==> src/rtl/usb_bank_pkg.sv <==
package usb_bank_pkg;
  localparam int unsigned CTL_W        = 8;
  localparam int unsigned CTL_EN_BIT   = 0;
  localparam int unsigned CTL_ODD_BIT  = 1;
  localparam int unsigned CTL_RES_BIT  = 2;
  localparam int unsigned CTL_SUSP_BIT = 5;

  typedef struct packed {
    logic dir_in;
    logic bank_odd;
  } xact_stat_t;
endpackage

==> src/rtl/usb_ctl_reg.sv <==
module usb_ctl_reg
  import usb_bank_pkg::*;
(
  input  logic             clk_i,
  input  logic             rst_ni,
  input  logic             we_i,
  input  logic [CTL_W-1:0] wdata_i,
  input  logic             setup_i,
  output logic [CTL_W-1:0] rdata_o,
  output logic             usb_en_o,
  output logic             tsusp_o,
  output logic             resume_o,
  output logic             bank_clr_o
);
  logic en_q, susp_q, res_q;

  always_ff @(posedge clk_i or negedge rst_ni) begin
    if (!rst_ni) begin
      en_q   <= 1'b0;
      susp_q <= 1'b0;
      res_q  <= 1'b0;
    end else begin
      // hardware set wins over a software clear
      if (setup_i)                              susp_q <= 1'b1;
      else if (we_i && !wdata_i[CTL_SUSP_BIT])  susp_q <= 1'b0;
      if (we_i) begin
        en_q  <= wdata_i[CTL_EN_BIT];
        res_q <= wdata_i[CTL_RES_BIT];
      end
    end
  end

  // one-shot bank clear: explicit command or enable rising
  assign bank_clr_o = we_i & (wdata_i[CTL_ODD_BIT] | (wdata_i[CTL_EN_BIT] & ~en_q));

  always_comb begin
    rdata_o               = '0;
    rdata_o[CTL_EN_BIT]   = en_q;
    rdata_o[CTL_RES_BIT]  = res_q;
    rdata_o[CTL_SUSP_BIT] = susp_q;
  end

  assign usb_en_o = en_q;
  assign tsusp_o  = susp_q;
  assign resume_o = res_q;

  assert_setup_locks_R3: assert property (@(posedge clk_i) disable iff (!rst_ni)
    setup_i |=> susp_q);
  assert_sw_clear_R5: assert property (@(posedge clk_i) disable iff (!rst_ni)
    (we_i && !wdata_i[CTL_SUSP_BIT] && !setup_i) |=> !susp_q);
  assert_no_sw_set_R5: assert property (@(posedge clk_i) disable iff (!rst_ni)
    (!susp_q && !setup_i) |=> !susp_q);
endmodule

==> src/rtl/usb_bank_toggle.sv <==
module usb_bank_toggle #(
  parameter int unsigned         NUM_EP   = 16,
  parameter logic [NUM_EP-1:0]   DBL_MASK = 16'h0060,
  localparam int unsigned        EP_W     = $clog2(NUM_EP)
) (
  input  logic              clk_i,
  input  logic              rst_ni,
  input  logic              upd_i,
  input  logic [EP_W-1:0]   ep_i,
  input  logic              clr_i,
  output logic [NUM_EP-1:0] bank_o
);
  for (genvar e = 0; e < NUM_EP; e++) begin : g_ep
    if (DBL_MASK[e]) begin : g_dbl
      logic bank_q;
      always_ff @(posedge clk_i or negedge rst_ni) begin
        if (!rst_ni)                                 bank_q <= 1'b0;
        else if (clr_i)                              bank_q <= 1'b0;
        else if (upd_i && ep_i == EP_W'(e))          bank_q <= ~bank_q;
      end
      assign bank_o[e] = bank_q;

      assert_flip_on_use_R8: assert property (@(posedge clk_i) disable iff (!rst_ni)
        (upd_i && ep_i == EP_W'(e) && !clr_i) |=> (bank_q != $past(bank_q)));
    end else begin : g_single
      assign bank_o[e] = 1'b0;
    end
  end

  assert_clr_even_R9: assert property (@(posedge clk_i) disable iff (!rst_ni)
    clr_i |=> (bank_o == '0));
endmodule

==> src/rtl/usb_xact_status.sv <==
module usb_xact_status
  import usb_bank_pkg::*;
(
  input  logic       clk_i,
  input  logic       rst_ni,
  input  logic       upd_i,
  input  logic       en_i,
  input  logic       dir_in_i,
  input  logic       bank_odd_i,
  output xact_stat_t stat_o
);
  xact_stat_t stat_q;

  always_ff @(posedge clk_i or negedge rst_ni) begin
    if (!rst_ni)    stat_q <= '0;
    else if (upd_i) stat_q <= '{dir_in: dir_in_i, bank_odd: bank_odd_i};
  end

  assign stat_o = stat_q;

  assert_hold_when_off_R11: assert property (@(posedge clk_i) disable iff (!rst_ni)
    !en_i |=> $stable(stat_q));
  assert_dir_loaded_R6: assert property (@(posedge clk_i) disable iff (!rst_ni)
    upd_i |=> (stat_q.dir_in == $past(dir_in_i)));
endmodule

==> src/rtl/usb_bank_ctl.sv <==
module usb_bank_ctl
  import usb_bank_pkg::*;
#(
  parameter int unsigned       NUM_EP   = 16,
  parameter logic [NUM_EP-1:0] DBL_MASK = 16'h0060,
  localparam int unsigned      EP_W     = $clog2(NUM_EP)
) (
  input  logic              clk_i,
  input  logic              rst_ni,
  input  logic              reg_we_i,
  input  logic [7:0]        reg_wdata_i,
  output logic [7:0]        reg_rdata_o,
  input  logic              xact_vld_i,
  input  logic [EP_W-1:0]   xact_ep_i,
  input  logic              xact_in_i,
  input  logic              xact_setup_i,
  input  logic              tok_req_i,
  output logic              tok_ack_o,
  output logic [NUM_EP-1:0] bank_sel_o,
  output logic              stat_in_o,
  output logic              stat_odd_o,
  output logic              tsusp_o,
  output logic              resume_o
);
  logic       usb_en, bank_clr, upd, setup_upd;
  xact_stat_t stat;

  assign upd       = xact_vld_i & usb_en;
  assign setup_upd = upd & xact_setup_i;

  usb_ctl_reg u_ctl (
    .clk_i      (clk_i),
    .rst_ni     (rst_ni),
    .we_i       (reg_we_i),
    .wdata_i    (reg_wdata_i),
    .setup_i    (setup_upd),
    .rdata_o    (reg_rdata_o),
    .usb_en_o   (usb_en),
    .tsusp_o    (tsusp_o),
    .resume_o   (resume_o),
    .bank_clr_o (bank_clr)
  );

  usb_bank_toggle #(.NUM_EP(NUM_EP), .DBL_MASK(DBL_MASK)) u_bank (
    .clk_i  (clk_i),
    .rst_ni (rst_ni),
    .upd_i  (upd),
    .ep_i   (xact_ep_i),
    .clr_i  (bank_clr),
    .bank_o (bank_sel_o)
  );

  usb_xact_status u_stat (
    .clk_i      (clk_i),
    .rst_ni     (rst_ni),
    .upd_i      (upd),
    .en_i       (usb_en),
    .dir_in_i   (xact_in_i),
    .bank_odd_i (bank_sel_o[xact_ep_i]),
    .stat_o     (stat)
  );

  assign stat_in_o  = stat.dir_in;
  assign stat_odd_o = stat.bank_odd;
  assign tok_ack_o  = tok_req_i & usb_en & ~tsusp_o;

  assert_ack_blocked_R4: assert property (@(posedge clk_i) disable iff (!rst_ni)
    (tsusp_o || !reg_rdata_o[0]) |-> !tok_ack_o);
  assert_bank_reported_R7: assert property (@(posedge clk_i) disable iff (!rst_ni)
    upd |=> (stat_odd_o == $past(bank_sel_o[xact_ep_i])));
  assert_resume_tracks_R12: assert property (@(posedge clk_i) disable iff (!rst_ni)
    resume_o == reg_rdata_o[2]);
endmodule

==> config.mk <==
export PLATFORM = sky130hd
export DESIGN_NAME = usb_bank_ctl
export DESIGN_NICKNAME = d
export VERILOG_FILES = /design/src/rtl/usb_bank_pkg.sv /design/src/rtl/usb_ctl_reg.sv /design/src/rtl/usb_bank_toggle.sv /design/src/rtl/usb_xact_status.sv /design/src/rtl/usb_bank_ctl.sv
export SDC_FILE = /design/constraint.sdc
export NUM_CORES = 1
export LEC_CHECK = 0
export CORE_ASPECT_RATIO = 0.8
export CORE_UTILIZATION = 32
export DETAILED_ROUTE_END_ITERATION = 8
export PLACE_DENSITY_LB_ADDON = 0.08
export RECOVER_POWER = 100
export SYNTH_ARGS = -nofsm -noshare
export SYNTH_HDL_FRONTEND = slang
export SYNTH_SLANG_ARGS = --single-unit
==> constraint.sdc <==
create_clock -name clk_i -period 2.2 [get_ports clk_i]
set_clock_uncertainty 0.2 [all_clocks]
set_input_delay 0.44 -clock clk_i [delete_from_list [all_inputs] [get_ports clk_i]]
set_output_delay 0.44 -clock clk_i [all_outputs]
set_load 0.005 [all_outputs]
======== Word level (Yosys, flattened, before mapping) ========
Cells that the tools add are included.
storage, ports and cells
  register bits after elaboration ......... 7
  output and inout port bits .............. 29
  word-level logic and storage cells ...... 36
cells by class
  multiplexer cells ....................... 8
  eq/ne operators ......................... 2
  bitwise operators ....................... 11
  order comparisons ....................... 1
  reductions and logical operators ........ 7
operator list
  operator            count
  $eq 4x3->1 const B  2
  $mux 1              7
  $and 1x1->1         6
  $reduce_bool 2->1   3
  $lt 4x5->1 const B  1
  $bmux 1 s4          1
  $not 1->1           4
  $logic_and 1x1->1   3
  $logic_not 1->1     1
  $or 1x1->1          1

======== Longest topological paths before layout ========
  word-level depth ........................ 5
  mapped depth ............................ 3
  gate-level depth less buffers ........... 3

======== By module ========
From an unflattened synthesis, not the netlist that was laid out.
unflattened totals
  cells, all modules ...................... 61
  area total of the unflattened synthesis .. 655.6 µm²
by module, submodules not included
  module           seq. area each (µm²)  cells an instance  times used  area an instance (µm²)
  usb_bank_toggle  50.0                  28                 1           239.0
  usb_ctl_reg      75.1                  18                 1           188.9
  usb_bank_ctl     0.0                   11                 1           155.1
  usb_xact_status  50.0                  4                  1           72.6

======== Worst setup path after synthesis ========
No wires, ideal clock.
  kind .................................... flip-flop to output port
  from .................................... register u_ctl.susp_q, in the netlist u_ctl.tsusp_o
  to ...................................... output port tok_ack_o
  data required time ...................... 1560 ps
  setup slack ............................. 952 ps
  cell stages (with the launch flop) ...... 2
  buffers on the path ..................... 0
  arrival time ............................ 608 ps
  path through ............................ dfrtp_1 > and3b_1
on the way
  longest elaborated chain between the ends .. 2
RTL lines
  item                    line                RTL
  from (decl)             usb_ctl_reg.sv:15   logic en_q, susp_q, res_q;
  from (signal assigned)  usb_ctl_reg.sv:20   susp_q <= 1'b0;
  from (signal assigned)  usb_ctl_reg.sv:24   if (setup_i) susp_q <= 1'b1;
  from (signal assigned)  usb_ctl_reg.sv:25   else if (we_i && !wdata_i[CTL_SUSP_BIT]) susp_q <= 1'b0;
  $not 1->1               usb_bank_ctl.sv:65  assign tok_ack_o = tok_req_i & usb_en & ~tsusp_o;
  $and 1x1->1             usb_bank_ctl.sv:65
  to (decl)               usb_bank_ctl.sv:18  output logic tok_ack_o,
Every way passes these cells.

======== Worst setup path after layout ========
  from .................................... input port tok_req_i
  to ...................................... output port tok_ack_o
on the way
  longest elaborated chain between the ends .. 2
RTL lines
  item                      line                RTL
  from (decl)               usb_bank_ctl.sv:17  input logic tok_req_i,
  $and 1x1->1 (2 in a row)  usb_bank_ctl.sv:65
Every way passes these cells.

==> summary.md <==
| Metric | Value |
|---|---|
| Pwr/cell area | `506 nW/µm²` |
| Post-synthesis cell type count | `19` |
| TritonCTS clock tree | `built` |
| Vias/cell | `4.02` |
| CTS Root Cell | `clkbuf_4` |
| Fin. Hold Viols | `0` |
| Top_reg_cell synth | `dfrtp_1` |
| Number of global-route vias before repair | `370` |
| CTS sink count | `7` |
| Total Neg Setup Slack | `0 ps` |
| Clock Path Buffers | `2` |
| DIE HEIGHT | `38.0 µm` |
| Unrepaired setup endpoints after global routing | `no` |
| Buf/Inv on CP | `2` |
| Most instantiated cells after synthesis | `buf_4 (24), dfrtp_1 (7), mux2_1 (3)` |
| Net Switching | `0.0000889 W` |
| Post-synthesis compound-gate area fraction | `0.0819` |
| Drc violations | `0` |
| Worst EP required | `1560 ps` |
| Port buffer count | `24` |
| Boundary pin count | `48` |
| Crit path cell chain | `clkdlybuf4s50_1 -> and3b_1 -> clkdlybuf4s25_1` |
| CP Class | `in -> out` |
| CP startpoint kind | `primary input` |
| Die ar. | `1790 µm²` |
| Clock network fraction of total power | `0.332` |
| Nets | `97` |
| FF/Latch Area | `175 µm²` |
| Top delay family on crit path | `buffers and inverters` |
| Initial DRT Pass Iterations | `3` |
| Yosys top cell by area | `buf_4` |
| Clk slew on worst S/H paths | `50 ps` |
| Largest net degree at the start of global routing | `9` |
| Site row count | `12` |
| Global route overflow | `0` |
| Comb pwr share | `0.246` |
| Maximum vdd drop | `0.347 mV` |
| Pint | `0.000265 W` |
| Top-area cell type share of the netlist area | `0.347` |
| Number of synthesis warnings | `0` |
| Period utilisation layout | `0.886` |
| Skew-Pair Late Insertion Delay | `250 ps` |
| Final Max Slew Viols | `0` |
| Avg Cell Area, Syn | `9.44 µm²` |
| Vias | `394` |
| Largest cells by area after synthesis | `buf_4 (35%), dfrtp_1 (34%), mux2_1 (6.5%)` |
| Run status | `completed` |
| Main combinational cell family by area after synthesis | `buffers and inverters` |
| Gr usage total | `0.130` |
| Antenna diodes | `0` |
| Crit path largest cell delay | `450 ps` |
| Crit-path slowest cell | `clkdlybuf4s50_1` |
| CP Capture Type | `output port` |
| Tightest Hold Check Type | `reg -> reg` |
| Most numerous cell in the Yosys netlist | `buf_4` |
| Initial Utilization | `0.357` |
| Post-synth EDFFs | `0` |
| #FFs+latches synth | `7` |
| Post-synthesis simple-gate area fraction | `0.147` |
| Area Growth Syn to Fin | `34.7%` |
| Multi-input gate area | `224 µm²` |
| Initial antenna violation count | `0` |
| P_leak | `0.339 nW` |
| Min cycle time layout | `1950 ps` |
| Synth Instances | `55` |
| Post-synthesis mux area share | `0.0651` |
| WL final | `901 µm` |
| MaxCap Viol Count | `0` |
| Final Power | `0.000354 W` |
| Crit path DAT | `1310 ps` |
| Reg2reg setup slack | `950 ps` |
| Switching Share | `0.251` |
| DP Wirelength | `720 µm` |
| Synth Area in Adders | `0` |
| Starting DRT DRC Count | `5` |
| Die Wd | `47.0 µm` |
| Asr flop ratio synth | `1.00` |
| Final Setup Violations | `0` |
| Post-CTS sizing | `0` |
| Core Area | `1460 µm²` |
| Seq/Total Area, Yosys | `0.337` |
| # hold bufs at CTS | `0` |
| CTS buffer count | `3` |
| Hold Slack | `277 ps` |
| Routability congestion estimate | `0.633` |
| Routed WL per cell | `9.19 µm` |
| First-pass GRT wire length | `1.55 mm` |
| Post-route ant nets | `0` |
| Post-Synth XOR/XNOR Area | `0` |
| FMAX | `513 MHz` |
| Layout cells sized above 1 | `0.0390` |
| Synth Cell Area | `519 µm²` |
| H-tree levels | `1` |
| Fill cells | `158` |
| Worst-path fanout max | `1` |
| Post-CTS Setup Bufs | `0` |
| Sequential share of power | `0.422` |
==> cell type report <==
type | count | share of cell area
clock buffer | 4 | 0.0376
inverter | 2 | 0.0107
multi-input combinational | 40 | 0.320
sequential | 7 | 0.250
tap | 21 | 0.0376
timing repair buffer | 24 | 0.343
==> flip-flops by register name, indices dropped and copies added, names as in the netlist <==
register / flops
u_ctl.tsusp_o: 1
u_bank.g_ep.g_dbl.bank_q: 2
u_ctl.usb_en_o: 1
u_ctl.resume_o: 1
u_stat.stat_o: 2
==> cells in the final DEF, fill, tap and decap left out, drive strengths merged <==
cell type / instances
and3b: 1
clkdlybuf4s50: 11
a31oi: 2
nand4b: 1
nor3: 2
a21oi: 1
nand2: 1
dfrtp: 7
a21o: 1
dlygate4sd3: 12
inv: 2
nor2: 2
o21a: 1
mux2: 3
nand3b: 2
nor2b: 1
clkdlybuf4s25: 1
conb: 19
a32o: 1
nand2b: 1
and4b: 1
clkbuf: 4
==> per-layer routing <==
layer / GRT usage / wire, µm / share of wire / vias up
met1: 0.183 / 409 / 0.45 / 179
met4: 0.0214 / 0 / 0 / 0
met2: 0.170 / 380 / 0.42 / 29
li1: - / - / - / 186
met3: 0.0755 / 111 / 0.12 / 0
met5: 0 / 0 / 0 / -
==> final timing paths <==
check | startpoint | endpoint | cells after the start
max | tok_req_i | tok_ack_o | 3
min | u_stat.stat_o[0]$_DFFE_PN0P_ | u_stat.stat_o[0]$_DFFE_PN0P_ | 1
max in group asynchronous | rst_ni | u_ctl.usb_en_o$_DFFE_PN0P_ | 1
min in group asynchronous | rst_ni | u_stat.stat_o[0]$_DFFE_PN0P_ | 1
max reg2reg | u_ctl.usb_en_o$_DFFE_PN0P_ | u_bank.g_ep[6].g_dbl.bank_q$_DFFE_PN0P_ | 3
min reg2reg | u_stat.stat_o[0]$_DFFE_PN0P_ | u_stat.stat_o[0]$_DFFE_PN0P_ | 1
==> logic make-up after synthesis <==
kind of cell / after synthesis
AOI/OAI and AO/OA: 6
buffers and inverters: 26
DFF: 7
muxes: 3
other: 1
and+or+nand+nor: 12
==> power by group through the flow <==
| stage | Clock (W) | Combinational, W | Sequential [W] |
|---|---|---|---|
| 3_3_place_gp | 0 | 0.0000950 | 0.000153 |
| 5_1_grt | 0.000133 | 0.0000983 | 0.000152 |
| 6_report | 0.000117 | 0.0000869 | 0.000149 |
| 4_1_cts | 0.000123 | 0.0000955 | 0.000151 |
| 3_5_place_dp | 0 | 0.0000948 | 0.000153 |
| 2_1_floorplan | 0 | 0.0000615 | 0.000152 |
==> metrics by stage <==
step           area [µm²]  worst slack (ps)  instances  utilization
2_1_floorplan         587               952         73            -
3_3_place_gp          673              30.7         94        0.462
3_5_place_dp          673              22.7         94        0.462
4_1_cts               699              25.0         98        0.480
5_1_grt               699               184         98        0.480
6_report              699               251         98        0.480
No activity file was read; power rests on OpenSTA's default activity.
